==> src/rtl/sclgen_pkg.sv <==
package sclgen_pkg;

    localparam int REG_W  = 32;
    localparam int HALF_W = REG_W / 2;
    localparam int CNT_W  = HALF_W + 1;

    typedef enum logic [2:0] {
        ST_IDLE,
        ST_LEAD,
        ST_PARK,
        ST_BLO,
        ST_BHI,
        ST_SLO,
        ST_SHI,
        ST_FREE
    } phase_e;

    typedef struct packed {
        logic [HALF_W-1:0] hi_cnt;
        logic [HALF_W-1:0] smp_cnt;
        logic [HALF_W-1:0] lo_cnt;
        logic [HALF_W-1:0] chg_cnt;
        logic [HALF_W-1:0] free_cnt;
        logic [HALF_W-1:0] lead_cnt;
    } timing_t;

    function automatic timing_t unpack_timing(input logic [REG_W-1:0] w0,
                                              input logic [REG_W-1:0] w1,
                                              input logic [REG_W-1:0] w2);
        timing_t t;
        t.hi_cnt   = w0[REG_W-1:HALF_W];
        t.smp_cnt  = w0[HALF_W-1:0];
        t.lo_cnt   = w1[REG_W-1:HALF_W];
        t.chg_cnt  = w1[HALF_W-1:0];
        t.free_cnt = w2[REG_W-1:HALF_W];
        t.lead_cnt = w2[HALF_W-1:0];
        return t;
    endfunction

    function automatic logic is_low_phase(input phase_e p);
        return (p == ST_BLO) || (p == ST_SLO);
    endfunction

    function automatic logic is_high_phase(input phase_e p);
        return (p == ST_BHI) || (p == ST_SHI);
    endfunction

    function automatic logic is_timed(input phase_e p);
        return (p != ST_IDLE) && (p != ST_PARK);
    endfunction

endpackage

==> src/rtl/sclgen_fields.sv <==
module sclgen_fields
    import sclgen_pkg::*;
#(
    parameter int LOW_EXTRA  = 2,
    parameter int HIGH_EXTRA = 7
) (
    input  logic [REG_W-1:0] w0,
    input  logic [REG_W-1:0] w1,
    input  logic [REG_W-1:0] w2,
    input  phase_e           phase,
    output timing_t          tm,
    output logic [CNT_W-1:0] phase_len
);

    always_comb begin
        tm = unpack_timing(w0, w1, w2);
        unique case (phase)
            ST_LEAD:        phase_len = {1'b0, tm.lead_cnt};
            ST_BLO, ST_SLO: phase_len = {1'b0, tm.lo_cnt} + CNT_W'(LOW_EXTRA);
            ST_BHI, ST_SHI: phase_len = {1'b0, tm.hi_cnt} + CNT_W'(HIGH_EXTRA);
            ST_FREE:        phase_len = {1'b0, tm.free_cnt};
            default:        phase_len = '0;
        endcase
    end

endmodule

==> src/rtl/sclgen_phase_ctr.sv <==
module sclgen_phase_ctr
    import sclgen_pkg::*;
(
    input  logic             clk,
    input  logic             rst,
    input  logic             restart,
    input  logic             adv,
    input  logic [CNT_W-1:0] len,
    output logic [CNT_W-1:0] cnt,
    output logic             at_end
);

    localparam int EW = CNT_W + 1;

    logic [CNT_W-1:0] cnt_q;

    always_ff @(posedge clk) begin
        if (rst)          cnt_q <= '0;
        else if (restart) cnt_q <= '0;
        else if (adv)     cnt_q <= cnt_q + CNT_W'(1);
    end

    // A length of zero ends on the first advancing cycle, as a length of one.
    assign at_end = adv && (({1'b0, cnt_q} + EW'(1)) >= {1'b0, len});
    assign cnt    = cnt_q;

endmodule

==> src/rtl/sclgen_seq.sv <==
module sclgen_seq
    import sclgen_pkg::*;
(
    input  logic   clk,
    input  logic   rst,
    input  logic   req_start,
    input  logic   req_bit,
    input  logic   req_stop,
    input  logic   req_hold,
    input  logic   at_end,
    output phase_e phase,
    output logic   restart
);

    phase_e st_q, st_d;

    always_comb begin
        st_d = st_q;
        unique case (st_q)
            ST_IDLE: begin
                if (req_start)     st_d = ST_LEAD;
                else if (req_hold) st_d = ST_PARK;
            end
            ST_LEAD: if (at_end) st_d = ST_PARK;
            ST_PARK: begin
                if (req_bit)       st_d = ST_BLO;
                else if (req_stop) st_d = ST_SLO;
            end
            ST_BLO:  if (at_end) st_d = ST_BHI;
            ST_BHI:  if (at_end) st_d = ST_PARK;
            ST_SLO:  if (at_end) st_d = ST_SHI;
            ST_SHI:  if (at_end) st_d = ST_FREE;
            ST_FREE: if (at_end) st_d = ST_IDLE;
            default: st_d = ST_IDLE;
        endcase
    end

    always_ff @(posedge clk) begin
        if (rst) st_q <= ST_IDLE;
        else     st_q <= st_d;
    end

    assign phase   = st_q;
    assign restart = (st_d != st_q);

endmodule

==> src/rtl/scl_timing_gen.sv <==
module scl_timing_gen
    import sclgen_pkg::*;
#(
    parameter int LOW_EXTRA  = 2,
    parameter int HIGH_EXTRA = 7
) (
    input  logic             clk,
    input  logic             rst,
    input  logic [REG_W-1:0] tmg0,
    input  logic [REG_W-1:0] tmg1,
    input  logic [REG_W-1:0] tmg2,
    input  logic             req_start,
    input  logic             req_bit,
    input  logic             req_stop,
    input  logic             req_hold,
    input  logic             scl_in,
    output logic             scl_low,
    output logic             data_chg,
    output logic             data_smp,
    output logic             start_done,
    output logic             bit_done,
    output logic             stop_done
);

    phase_e           st_q;
    timing_t          tm;
    logic [CNT_W-1:0] len;
    logic [CNT_W-1:0] cnt_q;
    logic             restart;
    logic             adv;
    logic             at_end;

    sclgen_seq u_seq (
        .clk       (clk),
        .rst       (rst),
        .req_start (req_start),
        .req_bit   (req_bit),
        .req_stop  (req_stop),
        .req_hold  (req_hold),
        .at_end    (at_end),
        .phase     (st_q),
        .restart   (restart)
    );

    sclgen_fields #(
        .LOW_EXTRA  (LOW_EXTRA),
        .HIGH_EXTRA (HIGH_EXTRA)
    ) u_fields (
        .w0        (tmg0),
        .w1        (tmg1),
        .w2        (tmg2),
        .phase     (st_q),
        .tm        (tm),
        .phase_len (len)
    );

    // High phases count only after SCL has been seen high once.
    assign adv = is_timed(st_q) &&
                 (!is_high_phase(st_q) || (cnt_q != '0) || scl_in);

    sclgen_phase_ctr u_ctr (
        .clk     (clk),
        .rst     (rst),
        .restart (restart),
        .adv     (adv),
        .len     (len),
        .cnt     (cnt_q),
        .at_end  (at_end)
    );

    assign scl_low    = (st_q == ST_PARK) || is_low_phase(st_q);
    assign data_chg   = (adv && is_low_phase(st_q) && (cnt_q == {1'b0, tm.chg_cnt})) ||
                        ((st_q == ST_SHI) && at_end);
    assign data_smp   = adv && (st_q == ST_BHI) && (cnt_q == {1'b0, tm.smp_cnt});
    assign start_done = at_end && (st_q == ST_LEAD);
    assign bit_done   = at_end && (st_q == ST_BHI);
    assign stop_done  = at_end && (st_q == ST_FREE);

endmodule

==> config.mk <==
export PLATFORM = sky130hd
export DESIGN_NAME = scl_timing_gen
export DESIGN_NICKNAME = d
export VERILOG_FILES = /design/src/rtl/sclgen_pkg.sv /design/src/rtl/sclgen_fields.sv /design/src/rtl/sclgen_phase_ctr.sv /design/src/rtl/sclgen_seq.sv /design/src/rtl/scl_timing_gen.sv
export SDC_FILE = /design/constraint.sdc
export NUM_CORES = 1
export LEC_CHECK = 0
export BUFFER_PORTS_ARGS = -buffer_cell sky130_fd_sc_hd__buf_2
export CAP_MARGIN = 20
export CORE_MARGIN = 3
export CORE_UTILIZATION = 37
export CTS_CLUSTER_DIAMETER = 40
export DETAILED_ROUTE_END_ITERATION = 16
export HOLD_SLACK_MARGIN = 0.02
export SLEW_MARGIN = 10
export SYNTH_ARGS = -nofsm -noshare
export SYNTH_HDL_FRONTEND = slang
export SYNTH_HIERARCHICAL = 1
export SYNTH_SLANG_ARGS = --single-unit
==> constraint.sdc <==
create_clock -name clk -period 6.87 [get_ports clk]
set_clock_uncertainty 0.15 [all_clocks]
set_input_delay 0.3435 -clock clk [delete_from_list [all_inputs] [get_ports clk]]
set_output_delay 0.3435 -clock clk [all_outputs]
set_load 0.005 [all_outputs]
==> flow_summary.ini <==
[outcome]
status = completed

[timing]
slew-limit-headroom_pct = 42.0
setup_viol = 0
final_critical_path_setup_slack_ns = 2.27
worst_pin_slew_ns = 0.867
finalSetupTns_ns = 0
period_share_pct = 67.0
rsz0062_at_grt = no
fmax_mhz = 217
hold_ws_ns = 0.135
fin_crit_ns = 4.60
hold_viol = 0
drv_slew = 0

[cts]
numCtsBuffers = 3
cts_sinks = 20
cts-resized-gates = 0
root_buffer = clkbuf_8
hold_buffers = 0
clock_latency_ns = 0.26
cts_setup_buffers = 0
clockBufferDepth = 2
htreeDepth = 1
cts_tree = done
clk_pin_slew_ns = 0.07

[finish]
nets = 644
antenna_cells = 0
area.growth.synth_to_final_pct = 11.6
post-route-util_pct = 43.4
stdcell_count = 628
drive_above_1_share_pct = 25.2

[floorplanning]
die_h_um = 103
pin_count = 109
fp-row-count = 34
dieArea_um2 = 10600
dieWidth_um = 103
initial_core_util_pct = 38.9
core-area_um2 = 8930

[routing]
vias = 3391
drt-pass1-iter-count = 4
drc = 0
drtIter0Drc = 168
ant_nets = 0
wl_per_cell_um = 15.1
wl_um = 9460
viasPerCell = 5.40

[synthesis]
synthCells = 458
syn_area_um2 = 3470
syn-num-nets = 581
ys_warn_count = 6
avgSynthCellArea_um2 = 7.58

[power_and_ir_drop]
peakVddDrop_uv = 59.5
power_density_nw_per_um2 = 110
p_leak_nw = 1.63

[global_routing]
grt_max_degree = 33
overflow = 0
grt_pass1_wl_um = 15300
grt_pass1_vias = 3329
grt.total_usage_pct = 17.5
antenna_found_initial = 0

[place]
dp_hpwl_um = 7640
routabilityCongestion = 0.841
pre_cts_slack_ns = 2.31
dp.cells = 624
io_buffers = 108

[run]
drv_cap = 0

[setup_path]
worstPathRequired_ns = 6.86
critPathKind = register to register
cp-end-kind = register
startpoint_type = register
cp_max_fo = 25
cp.arrival_ns = 4.59

[worst_hold_path]
min-delay-path-class = primary input to register
sequential cells by signal (all words and copies together) (netlist names):
| name | cells |
|---|---|
| u_seq/phase | 3 |
| u_ctr/cnt | 17 |
metal layers:
metal	vias to the layer above	global-route usage, %	part of all wire (%)
met5	-	0	0
met4	0	0.797	0.20
met3	2	2.10	3.6
met2	55	32.0	52
met1	1603	23.0	44
li1	1731	-	-
per-stage QoR:
| stage | instance area [um2] | power [mW] |
|---|---|---|
| 2_1_floorplan | 3470 | 0.285 |
| 3_3_place_gp | 3820 | 0.336 |
| 3_5_place_dp | 3820 | 0.340 |
| 4_1_cts | 3880 | 0.430 |
| 5_1_grt | 3880 | 0.459 |
| 6_report | 3880 | 0.428 |
report_power, final:
part | total (mW) | leakage [nW] | switching (mW) | internal, mW
sequential | 0.130 | 0.162 | 0.0110 | 0.119
clock | 0.0905 | 0.0288 | 0.0395 | 0.0510
combinational | 0.207 | 1.44 | 0.114 | 0.0937
cell usage in the layout (no fill, tap or decap), types with 6 or more instances in the layout:
| cell | n |
|---|---|
| nor3_1 | 9 |
| nor2_1 | 33 |
| a22o_1 | 12 |
| o221ai_1 | 7 |
| o21ai_0 | 8 |
| buf_2 | 108 |
| a21oi_1 | 6 |
| nand4_1 | 25 |
| xnor2_1 | 47 |
| xor2_1 | 43 |
| nor4_1 | 11 |
| nand2_1 | 36 |
| nand3_1 | 15 |
| nand2b_1 | 6 |
| inv_1 | 24 |
| ha_1 | 20 |
| and3_1 | 6 |
| dfxtp_1 | 20 |
worst paths after layout:
kind	slack (ns)	end	from	cells after the start
worst max-delay path	2.27	u_ctr/cnt[15]	u_seq/phase[1]	14
worst min register to register	0.50	u_ctr/cnt[16]	u_ctr/cnt[16]	2
worst max register to register	2.27	u_ctr/cnt[15]	u_seq/phase[1]	14
worst min-delay path	0.14	u_seq/phase[2]	rst	2
worst max-delay path, stage by stage, from the launching register on:
cell and delay, ns:
dfxtp_1 0.56, nor2_1 0.79, a222oi_1 0.28, o22ai_1 0.20
inv_1 0.07, ha_1 0.31, nand4_1 0.10, nor3_1 0.21
o31ai_1 0.11, a21oi_1 0.63, a21boi_0 0.21, a22o_1 0.25
o2111ai_1 0.17, or2_2 0.33, nor2_1 0.09
layout make-up:
cell class | instances | area, um2
timing repair buffer | 110 | 556
multi-input combinational | 361 | 2640
fill | 943 | 5060
tap | 108 | 135
sequential | 20 | 400
inverter | 25 | 93.8
clock buffer | 4 | 55.1
Note: power is estimated with default switching activity, not from simulation.
